`src/rtl/vcb_pkg.sv`:
```
package vcb_pkg;
    typedef enum logic {
        SRC_MAIN = 1'b0,
        SRC_BYP  = 1'b1
    } vcb_src_e;

    localparam int NUM_Q  = 2;
    localparam int Q_MAIN = 0;
    localparam int Q_BYP  = 1;
endpackage

```
`src/rtl/vcb_fifo.sv`:
```
module vcb_fifo #(
    parameter int W     = 8,
    parameter int DEPTH = 4
) (
    input  logic         clk,
    input  logic         rst_n,
    input  logic         push,
    input  logic [W-1:0] push_data,
    input  logic         pop,
    output logic [W-1:0] head,
    output logic         empty,
    output logic         full
);
    localparam int AW = (DEPTH > 1) ? $clog2(DEPTH) : 1;
    localparam int CW = $clog2(DEPTH + 1);

    typedef struct packed {
        logic [DEPTH-1:0][W-1:0] mem;
        logic [AW-1:0]           wr;
        logic [AW-1:0]           rd;
        logic [CW-1:0]           cnt;
    } fifo_st_t;

    fifo_st_t st_d, st_q;

    always_comb begin
        st_d = st_q;
        if (push) begin
            st_d.mem[st_q.wr] = push_data;
            st_d.wr = (st_q.wr == AW'(DEPTH - 1)) ? '0 : st_q.wr + 1'b1;
        end
        if (pop) begin
            st_d.rd = (st_q.rd == AW'(DEPTH - 1)) ? '0 : st_q.rd + 1'b1;
        end
        st_d.cnt = st_q.cnt + CW'(push) - CW'(pop);
    end

    always_ff @(posedge clk) begin
        if (!rst_n) begin
            st_q <= '0;
        end else begin
            st_q <= st_d;
        end
    end

    assign head  = st_q.mem[st_q.rd];
    assign empty = (st_q.cnt == '0);
    assign full  = (st_q.cnt == CW'(DEPTH));

    // the steering logic never writes into a full queue
    a_r2_no_overflow: assert property (@(posedge clk) disable iff (!rst_n)
        push |-> (!full || pop));
    // the scheduler never takes from an empty queue
    a_r4_no_underflow: assert property (@(posedge clk) disable iff (!rst_n)
        pop |-> !empty);
endmodule

```
`src/rtl/vcb_credit.sv`:
```
module vcb_credit #(
    parameter int CW = 4
) (
    input  logic clk,
    input  logic rst_n,
    input  logic ret,
    input  logic take,
    output logic nonzero
);
    typedef struct packed {
        logic [CW-1:0] cnt;
    } cred_st_t;

    cred_st_t st_d, st_q;

    always_comb begin
        st_d     = st_q;
        st_d.cnt = st_q.cnt + CW'(ret) - CW'(take);
    end

    always_ff @(posedge clk) begin
        if (!rst_n) begin
            st_q <= '0;
        end else begin
            st_q <= st_d;
        end
    end

    assign nonzero = (st_q.cnt != '0);

    // a send is only taken against a held credit
    a_r5_take_needs_credit: assert property (@(posedge clk) disable iff (!rst_n)
        take |-> (st_q.cnt != '0));
    // a net return never wraps the counter
    a_r5_no_wrap: assert property (@(posedge clk) disable iff (!rst_n)
        (ret && !take) |-> (st_q.cnt != '1));
endmodule

```
`src/rtl/vc_bypass_channel.sv`:
```
module vc_bypass_channel
    import vcb_pkg::*;
#(
    parameter int DATA_W     = 32,
    parameter int MAIN_DEPTH = 8,
    parameter int BYP_DEPTH  = 4,
    parameter int CRED_W     = 6
) (
    input  logic              clk,
    input  logic              rst_n,
    input  logic              in_valid,
    output logic              in_ready,
    input  logic              in_bypassable,
    input  logic [DATA_W-1:0] in_data,
    input  logic              main_credit_ret,
    input  logic              byp_credit_ret,
    output logic              out_valid,
    output logic              out_src,
    output logic [DATA_W-1:0] out_data
);
    logic [DATA_W-1:0] q_head [NUM_Q];
    logic [NUM_Q-1:0]  q_empty, q_full, q_push, q_pop, q_cred, q_ret;

    logic main_stalled, to_byp, send_byp, send_main;

    assign q_ret[Q_MAIN] = main_credit_ret;
    assign q_ret[Q_BYP]  = byp_credit_ret;

    for (genvar q = 0; q < NUM_Q; q++) begin : g_q
        localparam int D = (q == Q_MAIN) ? MAIN_DEPTH : BYP_DEPTH;

        vcb_fifo #(.W(DATA_W), .DEPTH(D)) u_fifo (
            .clk       (clk),
            .rst_n     (rst_n),
            .push      (q_push[q]),
            .push_data (in_data),
            .pop       (q_pop[q]),
            .head      (q_head[q]),
            .empty     (q_empty[q]),
            .full      (q_full[q])
        );

        vcb_credit #(.CW(CRED_W)) u_cred (
            .clk     (clk),
            .rst_n   (rst_n),
            .ret     (q_ret[q]),
            .take    (q_pop[q]),
            .nonzero (q_cred[q])
        );
    end

    always_comb begin
        // steering
        main_stalled = !q_empty[Q_MAIN] && !q_cred[Q_MAIN];
        to_byp       = in_bypassable && main_stalled;
        in_ready     = to_byp ? !q_full[Q_BYP] : !q_full[Q_MAIN];
        q_push         = '0;
        q_push[Q_BYP]  = in_valid && in_ready && to_byp;
        q_push[Q_MAIN] = in_valid && in_ready && !to_byp;

        // output choice: bypass first
        send_byp  = !q_empty[Q_BYP] && q_cred[Q_BYP];
        send_main = !send_byp && !q_empty[Q_MAIN] && q_cred[Q_MAIN];
        q_pop         = '0;
        q_pop[Q_BYP]  = send_byp;
        q_pop[Q_MAIN] = send_main;

        out_valid = send_byp || send_main;
        out_src   = send_byp ? SRC_BYP : SRC_MAIN;
        out_data  = send_byp ? q_head[Q_BYP] : q_head[Q_MAIN];
    end

    // a plain packet lands in the main queue
    a_r2_plain_to_main: assert property (@(posedge clk) disable iff (!rst_n)
        (in_valid && in_ready && !in_bypassable) |=> !q_empty[Q_MAIN]);
    // a bypassable packet behind a stalled main head lands in the bypass queue
    a_r3_steer_bypass: assert property (@(posedge clk) disable iff (!rst_n)
        (in_valid && in_ready && in_bypassable && !q_empty[Q_MAIN] && !q_cred[Q_MAIN])
        |=> !q_empty[Q_BYP]);
    // nothing is sent while both queues are empty
    a_r4_idle_when_empty: assert property (@(posedge clk) disable iff (!rst_n)
        (q_empty == '1) |-> !out_valid);
    // a main send never happens while the bypass queue is both ready and credited
    a_r7_bypass_first: assert property (@(posedge clk) disable iff (!rst_n)
        (out_valid && out_src == SRC_MAIN) |-> (q_empty[Q_BYP] || !q_cred[Q_BYP]));
endmodule

```
`config.mk`:
```
export PLATFORM = sky130hd
export DESIGN_NAME = vc_bypass_channel
export DESIGN_NICKNAME = d
export VERILOG_FILES = /design/src/rtl/vcb_pkg.sv /design/src/rtl/vcb_fifo.sv /design/src/rtl/vcb_credit.sv /design/src/rtl/vc_bypass_channel.sv
export SDC_FILE = /design/constraint.sdc
export NUM_CORES = 1
export LEC_CHECK = 0
export ABC_CLOCK_PERIOD_IN_PS = 7700
export BUFFER_PORTS_ARGS = -buffer_cell sky130_fd_sc_hd__buf_4
export CAP_MARGIN = 10
export CORE_MARGIN = 5
export CORE_UTILIZATION = 51
export CTS_CLUSTER_DIAMETER = 30
export CTS_CLUSTER_SIZE = 24
export DETAILED_ROUTE_END_ITERATION = 10
export GPL_ROUTABILITY_DRIVEN = 0
export PLACE_DENSITY = 0.69
export SYNTH_ARGS = -nofsm -noshare
export SYNTH_HDL_FRONTEND = slang
export SYNTH_HIERARCHICAL = 1
export SYNTH_SLANG_ARGS = --single-unit
```
`constraint.sdc`:
```
create_clock -name clk -period 7.7 [get_ports clk]
set_input_delay 1.54 -clock clk [delete_from_list [all_inputs] [get_ports clk]]
set_output_delay 1.54 -clock clk [all_outputs]
set_load 0.05 [all_outputs]
```
==> results of run 1 <==
final cells by class:
cell class	instances	area, um2
inverters	35	134
repair buffers	100	767
multi-input cells	1457	10800
flip-flops and latches	413	8280
clock inverters	45	632
clock buffers	130	2780
fillers	3210	15700
well taps	525	657
through the flow:
stage                     cells  worst slack, ps  power (uW)
after global placement     2530             3430        4290
final                      2705             2830        8540
after detailed placement   2530             3420        4350
after floorplan            2130             3420        3990
after global routing       2705             2670        8870
after CTS                  2705             2790        8590
routing by layer:
layer,global-route usage,share of wire,vias up
met4,0.0843,0.026,8
met3,0.0552,0.075,117
li1,-,-,7309
met1,0.319,0.42,7759
met5,0,0.00089,-
met2,0.403,0.48,543
flip-flops by register name, summed over array words and instances, names as in the netlist:
name,cells
g_q.u_cred/st_q,12
g_q.u_fifo/st_q,401
cell families after synthesis:
kind of cell / synth area share
compound gates: 0.195
xor+xnor: 0.00330
fa+ha+maj: 0.0241
buf+inv: 0.0729
flops: 0.404
mux: 0.152
simple gates: 0.150
where the power goes:
| group | leakage [uW] | internal (uW) | switching (uW) |
|---|---|---|---|
| Sequential | 0.00334 | 2280 | 151 |
| Combinational | 0.00371 | 778 | 1110 |
| Clock | 0.00166 | 2970 | 1240 |
worst min-delay path: stages, from the launching register on:
cell	delay (ps)
dfxtp_1	300
nand2_1	50
a21boi_1	50
Yosys cell counts, types with 3 or more instances:
library cell	instances
nand2_1	518
dfxtp_1	413
a21boi_1	162
a21oi_1	133
nand3_1	130
a21bo_2	128
a21boi_0	94
mux4_2	93
buf_2	73
clkbuf_1	73
buf_4	42
mux2_2	37
inv_1	34
ha_1	33
mux2_4	27
buf_6	19
and2_1	11
mux2i_1	11
buf_1	10
nor2b_1	8
buf_12	7
nand2b_1	7
nor2_1	6
fa_1	4
a21o_1	3
and3_1	3
and4b_1	3
and4bb_2	3
mux4_1	3
nand4_1	3
nand4b_1	3
nand4bb_1	3
xnor2_1	3
worst max-delay path by stage:
stage	end	slack [ps]	cells after the start
global route	out_data[2]	2670	5
floorplan	in_ready	3420	2
CTS	out_data[4]	2790	5
detailed placement	out_data[4]	3420	5
global placement	out_data[4]	3430	5
finish	out_data[21]	2830	5
==> summary.md, run 1 <==
| Metric | Value |
|---|---|
| CTS tree | `yes` |
| Initial Utilization | `0.515` |
| DR vias/cell | `~5.8` |
| Crit-path max cell delay | `a little under 700 ps` |
| WP buf/inv | `2` |
| TNS Setup | `0 ps` |
| Sequential area share after synthesis | `0.404` |
| CTS Buf Count | `96` |
| Worst min-delay path class | `reg -> reg` |
| Layout area overhead | `17.2%` |
| Commonest non-fill, non-tap cell in the layout | `nand2_1` |
| Slew headroom | `0.233` |
| Hold path depth | `2` |
| EDFF count, synth | `0` |
| Yosys reg bits | `slightly above 400` |
| FFs w/ async S/R, synth | `0` |
| CTS Sinks | `slightly above 400` |
| First-pass GRT wire length | `86700 um` |
| Finished Cell Area | `roughly 0.024 mm2` |
| Most frequent cells in the layout | `nand2_1 (518), dfxtp_1 (408), a21boi_1 (162)` |
| NumNets Final | `~2.2k` |
| Die height | `roughly 210 um` |
| Reg2reg end | `g_q[0].u_cred/st_q[4]$_SDFF_PN0_` |
| Cell Area, Synth | `0.0205 mm2` |
| Period utilization | `0.633` |
| Final hold slack | `around 450 ps` |
| Min-Delay Endpoint | `g_q[0].u_fifo/st_q[246]$_SDFFE_PN0P_` |
| Post-Syn Nets | `approximately 2.2k` |
| Initial antenna violation count | `4` |
| FF-to-FF Start | `g_q[0].u_fifo/st_q[2]$_SDFF_PN0_` |
| CP Capture Type | `primary output` |
| # resized after CTS | `0` |
| Slew at the pin closest to its max-slew limit | `about 1100 ps` |
| Area of placed instances | `between 0.02 and 0.025 mm2` |
| Slowest cell on crit path | `dfxtp_4` |
| CTS root buf | `clkbuf_16` |
| Crit-path leading delay family | `multiplexers` |
| Via count | `approximately 16k` |
| Crit path DAT | `between 3000 and 4000 ps` |
| H-tree depth | `3` |
| Detail Placement HPWL | `~31000 um` |
| Critical path class | `reg -> out` |
| Final wirelength | `between 50000 and 60000 um` |
| DRT antenna net count | `0` |
| Setup crit start | `g_q[0].u_fifo/st_q[4]$_SDFFE_PN0P_` |
| Maximum vdd ir drop | `0.240 mV` |
| First drt pass iteration count | `5` |
| Slew Limit Fails | `0` |
| PortBufs | `72` |
| Minimum clock period after layout | `4870 ps` |
| Fraction of layout cells with a size suffix above 1 | `0.262` |
| Synth cell types | `54` |
| Hold path startpoint | `g_q[0].u_fifo/st_q[246]$_SDFFE_PN0P_` |
| Synth top area share | `0.404` |
| Fmax | `205 MHz` |
| Worst EP required | `approximately 6200 ps` |
| Finished Core Util | `0.604` |
| # rows | `between 70 and 80` |
| Largest net degree at the start of global routing | `about 140` |
| DR iter-0 viols | `around 1.3k` |
| Final setup vio count | `0` |
| RSZ-0062 raised after global routing | `no` |
| Leading area contributor after synthesis | `dfxtp_1` |
| Worst r2r path cells | `14` |
| Outcome | `finished, final reports clean` |
| Routed length per placed instance | `between 20 and 25 um` |
| GR Overflow Total | `0` |
| Crit-path most repeated cell | `buf_4` |
| Clk_skew | `21.5 ps` |
| Maximum capacitance violations | `0` |
| Post-CTS setup buffer count | `0` |
| Pleak | `between 0.008 and 0.009 uW` |
| # diodes | `0` |
| Cts hold-fix bufs | `0` |
| Reg2Reg Setup Slack | `4590 ps` |
| Worst-path cell chain | `buf_4, mux4_2, mux2_2, mux2_4, buf_4` |
| Ports | `73` |
| Final Hold Fails | `0` |
| Synthesized area per cell | `approximately 9.6 um2` |
| Core Region | `0.0397 mm2` |
| Worst-Skew Late Latency | `600 ps` |
| Total track usage | `0.244` |
| Die X | `roughly 210 um` |
| Area contributors post-synth | `dfxtp_1 (40%), mux4_2 (10%), nand2_1 (9.5%)` |
| Clock buffer depth | `3` |
| Post-Synthesis Cells | `about 2.1k` |
| P per Cell Area | `about 360 mW/mm2` |
| DR DRC count | `0` |
| Most used DFF post-synth | `dfxtp_1` |
| CP Max Fanout | `39` |
| Vias in the first global route | `around 16k` |
| Clock-pin slew on the worst setup and hold paths | `about 40 ps` |
| Yosys warns | `6` |
| Die area | `~0.044 mm2` |
| Worst Setup Start Kind | `register` |
(Power assumes the default switching activity.)
==> run 2: changes to the inputs <==
- ABC_CLOCK_PERIOD_IN_PS: 7700 -> 4600
- clock period: 7.7 -> 4.6 ns (I/O delays scaled with it)
==> summary.md, run 2 (same netlist as run 1, synthesis figures left out) <==
| Metric | Value |
|---|---|
| Slew headroom | `0.171` |
| DRT antenna net count | `0` |
| Final wirelength | `about 54000 um` |
| GR Overflow Total | `0` |
| Worst EP required | `around 3700 ps` |
| First drt pass iteration count | `5` |
| Commonest non-fill, non-tap cell in the layout | `nand2_1` |
| DR vias/cell | `about 5.8` |
| CP Capture Type | `primary output` |
| Slew at the pin closest to its max-slew limit | `1240 ps` |
| WP buf/inv | `2` |
| CP Max Fanout | `18` |
| Worst min-delay path class | `reg -> reg` |
| # resized after CTS | `0` |
| Critical path class | `reg -> out` |
| Crit-path max cell delay | `between 500 and 600 ps` |
| Crit-path leading delay family | `multiplexers` |
| Setup ws final | `a little under 800 ps` |
| RSZ-0062 raised after global routing | `no` |
| Outcome | `finished, final reports clean` |
| Layout area overhead | `17.2%` |
| Period utilization | `0.831` |
| Initial Utilization | `0.515` |
| Hold path depth | `2` |
| Crit-path most repeated cell | `buf_4` |
| Pleak | `between 0.008 and 0.009 uW` |
| Core Region | `slightly below 0.04 mm2` |
| Largest register FFs | `roughly 400` |
| CTS tree | `yes` |
| DR iter-0 viols | `~1.3k` |
| Slowest cell on crit path | `dfxtp_4` |
| Die area | `between 0.04 and 0.05 mm2` |
| CTS root buf | `clkbuf_16` |
| Final Hold Fails | `0` |
| DR DRC count | `0` |
| Maximum vdd ir drop | `between 0.3 and 0.4 mV` |
| Fmax | `261 MHz` |
| First-pass GRT wire length | `around 86000 um` |
| Post-CTS setup buffer count | `0` |
| Fraction of layout cells with a size suffix above 1 | `0.263` |
| Maximum capacitance violations | `0` |
| Vias in the first global route | `15.6k` |
| Minimum clock period after layout | `3820 ps` |
| Crit path DAT | `roughly 2900 ps` |
| Reg2Reg Setup Slack | `roughly 1500 ps` |
| Clock-pin slew on the worst setup and hold paths | `about 50 ps` |
| Initial antenna violation count | `4` |
| Finished Core Util | `0.604` |
| Clk_skew | `about 18 ps` |
| Largest net degree at the start of global routing | `approximately 290` |
| NumNets Final | `~2.2k` |
| Most frequent cells in the layout | `nand2_1 (518), dfxtp_1 (408), a21boi_1 (162)` |
| Die X | `roughly 210 um` |
| Detail Placement HPWL | `around 30000 um` |
| Total track usage | `0.241` |
| H-tree depth | `3` |
| Via count | `about 16k` |
| Total power | `14100 uW` |
| Die height | `210 um` |
| Worst Setup Start Kind | `register` |
| Regs by FF count | `g_q.u_fifo/st_q (401), g_q.u_cred/st_q (12)` |
| # rows | `73` |
| Area of placed instances | `0.0207 mm2` |
| Slew Limit Fails | `0` |
| Routed length per placed instance | `19.9 um` |
| Most flop-heavy register | `g_q.u_fifo/st_q` |
| Ports | `73` |
| Clock buffer depth | `3` |
| Cts hold-fix bufs | `0` |
| Critical path depth in cells | `5` |
| Final setup vio count | `0` |
| DP Worst Slack | `1360 ps` |
| Finished Cell Area | `0.0240 mm2` |
| Worst-path cell chain | `buf_4, mux4_2, mux2_2, mux2_4, buf_4` |
| P per Cell Area | `587 mW/mm2` |
| PortBufs | `72` |
| Worst r2r path cells | `14` |
| CTS Sinks | `approximately 410` |
| CTS Buf Count | `91` |
| Worst-Skew Late Latency | `approximately 620 ps` |
| TNS Setup | `0 ps` |
==> run 2: cell types whose count changed in the layout (fill, tap and decap cells not counted) <==
cell,previous run,this run
clkbuf_16,99,94
buf_4,98,99
buf_12,1,7
clkinv_8,0,1
clkbuf_8,19,11
clkinvlp_4,9,13
bufinv_16,14,15
inv_6,1,3
diode_2,0,1
==> run 2: metal layers <==
metal	GRT usage	up-vias	routed length, um
met5	0	-	34
met4	0.0796	6	1030
met3	0.0521	88	3750
met2	0.396	538	25700
met1	0.318	7736	23300
li1	-	7323	-
==> run 2: where the power goes <==
part	total (uW)	switching, uW	internal [uW]
Sequential	4080	263	3810
Combinational	3170	1820	1350
Clock	6830	2090	4740
Total	14100	4170	9910
==> run 2: worst min-delay path, stage by stage (launching register included) <==
cell      delay, ps
dfxtp_1         300
nand2_1          50
a21boi_1         50
==> run 2: final cells by class <==
cell class	instances	area, um2
Timing Repair Buffer	107	895
Tap cell	525	657
Multi-Input combinational cell	1457	10800
Inverter	35	134
Clock buffer	117	2550
Fill cell	3186	15700
Sequential cell	413	8280
Antenna cell	1	2.50
Clock inverter	53	726
==> run 2: worst paths after layout <==
path,start,end
worst min register to register,g_q[0].u_fifo/st_q[128]$_SDFFE_PN0P_,g_q[0].u_fifo/st_q[128]$_SDFFE_PN0P_
worst max register to register,g_q[1].u_cred/st_q[3]$_SDFF_PN0_,g_q[1].u_cred/st_q[4]$_SDFF_PN0_
worst min-delay path,g_q[0].u_fifo/st_q[128]$_SDFFE_PN0P_,g_q[0].u_fifo/st_q[128]$_SDFFE_PN0P_
worst max-delay path,g_q[0].u_fifo/st_q[4]$_SDFFE_PN0P_,out_data[8]
==> run 2: metrics by stage <==
step / cells / hold slack (ps)
6_report: 2708 / 449
5_1_grt: 2707 / 465
4_1_cts: 2707 / 450
3_5_place_dp: 2537 / 444
3_3_place_gp: 2537 / 437
2_1_floorplan: 2130 / 432
==> run 3: changes to the inputs <==
- ABC_AREA: not set -> 1
- ABC_CLOCK_PERIOD_IN_PS: 4600 -> 3500
- PLACE_DENSITY: 0.69 -> 0.71
- clock period: 4.6 -> 3.5 ns (I/O delays scaled with it)
==> summary.md, run 3 <==
| Metric | Value |
|---|---|
| Final wirelength | `just over 60000 um` |
| TNS Setup | `0 ps` |
| Post-CTS setup buffer count | `0` |
| Cell internal pwr | `14100 uW` |
| Final Hold Fails | `0` |
| CTS tree | `yes` |
| CTS Sinks | `413` |
| Crit path DAT | `around 2500 ps` |
| First-pass GRT wire length | `roughly 97000 um` |
| Area contributors post-synth | `dfxtp_1 (41%), nor2_1 (15%), nand2_1 (11%)` |
| Setup ws final | `around 300 ps` |
| WP buf/inv | `2` |
| H-tree depth | `3` |
| Clock-pin slew on the worst setup and hold paths | `about 50 ps` |
| CP Capture Type | `primary output` |
| Core Region | `0.0388 mm2` |
| Worst-Skew Late Latency | `about 600 ps` |
| GR Overflow Total | `0` |
| Yosys warns | `6` |
| Sequential area share after synthesis | `0.412` |
| Worst EP required | `between 2000 and 3000 ps` |
| DP Worst Slack | `759 ps` |
| Sw Share | `0.385` |
| Maximum capacitance violations | `0` |
| Psw | `~8800 uW` |
| Maximum vdd ir drop | `a little over 1 mV` |
| Clock buffer depth | `3` |
| Die X | `approximately 210 um` |
| CTS root buf | `clkbuf_16` |
| Worst min-delay path class | `in -> reg` |
| Ports | `between 70 and 80` |
| Post-Synthesis Cells | `3094` |
| # diodes | `0` |
| Die area | `between 0.04 and 0.05 mm2` |
| Crit-path most repeated cell | `nand2_1` |
| Via count | `just under 20k` |
| Die height | `~210 um` |
| Period utilization | `0.916` |
| Largest register FFs | `401` |
| Slowest cell on crit path | `buf_12` |
| CTS Buf Count | `90` |
| Cell with the most instances after synthesis | `nor2_1` |
| Initial Utilization | `0.517` |
| Slew Limit Fails | `0` |
| Fill count | `around 3.5k` |
| Most used DFF post-synth | `dfxtp_1` |
| CP Max Fanout | `130` |
| Vias in the first global route | `19.0k` |
| Finished Cell Area | `~0.024 mm2` |
| Minimum clock period after layout | `around 3200 ps` |
| Fmax | `312 MHz` |
| Yosys reg bits | `413` |
| Slew headroom | `0.406` |
| Layout area overhead | `19.6%` |
| # resized after CTS | `0` |
| Combinational cell fraction of total power | `0.359` |
| Initial antenna violation count | `0` |
| Critical path class | `reg -> out` |
| Detail Placement HPWL | `~34000 um` |
| Routed length per placed instance | `16.3 um` |
| Largest net degree at the start of global routing | `roughly 130` |
| DRT antenna net count | `0` |
| Synth cell types | `29` |
| Leading area contributor after synthesis | `dfxtp_1` |
| P per Cell Area | `between 900 and 1000 mW/mm2` |
| Final hold slack | `around 450 ps` |
| EDFF count, synth | `0` |
| Final setup vio count | `0` |
| Cell Area, Synth | `approximately 0.020 mm2` |
| Area of placed instances | `between 0.02 and 0.025 mm2` |
| Post-Syn Nets | `roughly 3.2k` |
| Clk pwr share | `0.398` |
| Most frequent cells in the layout | `nor2_1 (803), nand2_1 (609), dfxtp_1 (410)` |
| FFs w/ async S/R, synth | `0` |
| Crit-path leading delay family | `simple AND/OR/NAND/NOR gates` |
| Worst Setup Start Kind | `register` |
| Top post-synthesis cells by count | `nor2_1 (803), nand2_1 (609), dfxtp_1 (413)` |
| Worst-path cell chain | `buf_12, nand2_1, nand3_1, nand2_1, nand2_1, nand2_1, nand2_1, nand2_1, buf_4` |
| First drt pass iteration count | `6` |
| Fraction of layout cells with a size suffix above 1 | `0.105` |
| Synth top area share | `0.412` |
| PortBufs | `just over 70` |
| Commonest non-fill, non-tap cell in the layout | `nor2_1` |
| Synthesized area per cell | `~6.5 um2` |
| DR vias/cell | `approximately 5.3` |
| DR iter-0 viols | `around 1.7k` |
| Clk_skew | `between 20 and 30 ps` |
| Most flop-heavy register | `g_q.u_fifo/st_q` |
| DR DRC count | `0` |
| Outcome | `finished, final reports clean` |
| Total track usage | `0.272` |
| Crit-path max cell delay | `around 400 ps` |
| Slew at the pin closest to its max-slew limit | `roughly 890 ps` |
| Cts hold-fix bufs | `0` |
| Pleak | `~0.011 uW` |
| Flop pwr share | `0.243` |
| # rows | `a little over 70` |
| Regs by FF count | `g_q.u_fifo/st_q (401), g_q.u_cred/st_q (12)` |
| RSZ-0062 raised after global routing | `no` |
| NumNets Final | `~3.2k` |
[run 3: cell types whose count changed after synthesis, moves of 82 or more]
| cell | change |
|---|---|
| a21boi_1 | -162 |
| nor2_1 | +797 |
| nand2_1 | +91 |
| a21bo_2 | -128 |
| a21boi_0 | -94 |
| mux4_2 | -93 |
| inv_1 | +320 |
| o21ai_0 | +392 |
| a21oi_1 | -82 |
[run 3: metrics by stage]
stage                util  cells  total power, uW
CTS                 0.619   3703            22900
finish              0.619   3703            22900
detailed placement  0.533   3534            13700
global placement    0.533   3534            13600
global route        0.619   3703            24100
floorplan               -   3094            11500
[run 3: path summary, 6_finish.rpt]
path                            depth (start not counted)                                    to                           startpoint  slack, ps
worst max-delay path                                    9                          out_data[23]   g_q[0].u_fifo/st_q[4]$_SDFFE_PN0P_        290
worst min-delay path                                    3  g_q[0].u_fifo/st_q[234]$_SDFFE_PN0P_                           in_data[0]        450
worst max register to register                         14      g_q[0].u_cred/st_q[4]$_SDFF_PN0_     g_q[0].u_cred/st_q[2]$_SDFF_PN0_        770
worst min register to register                          2   g_q[1].u_fifo/st_q[98]$_SDFFE_PN0P_  g_q[1].u_fifo/st_q[98]$_SDFFE_PN0P_        450
[run 3: metal layers]
layer / GRT usage / up-vias / wire length, um
li1: - / 9606 / -
met1: 0.338 / 8999 / 25200
met2: 0.464 / 715 / 29000
met3: 0.0474 / 138 / 4240
met4: 0.116 / 0 / 2140
met5: 0 / - / 0
[run 3: final cells by class]
| type | count | area (um2) | area share |
|---|---|---|---|
| clock buffers | 120 | 2620 | 0.109 |
| repair buffers | 112 | 961 | 0.0400 |
| flip-flops and latches | 413 | 8270 | 0.344 |
| clock inverters | 49 | 696 | 0.0290 |
| well taps | 518 | 648 | 0.0270 |
| inverters | 369 | 1390 | 0.0578 |
| multi-input cells | 2122 | 9430 | 0.393 |
[run 3: kinds of logic (layout without fill, tap and decap cells)]
family          after synthesis  in the layout  synth area share
simple gates               1575           1575             0.307
buf+inv                     559            650             0.119
compound gates              509            509             0.138
flops                       413            413             0.412
fa+ha+maj                    37             37            0.0245
xor+xnor                      1              1          0.000436
[run 3: power by group through the flow]
stage          sequential, uW  clock [uW]  combinational [uW]
4_1_cts                  5550        9180                8180
2_1_floorplan            5530           0                5940
6_report                 5550        9100                8210
3_5_place_dp             5630           0                8090
5_1_grt                  5600        9440                9050
3_3_place_gp             5600           0                7950
[run 3: tightest hold or removal path: stages]
cell and delay (ps):
buf_4 150, nor2_1 60, nor2_1 90
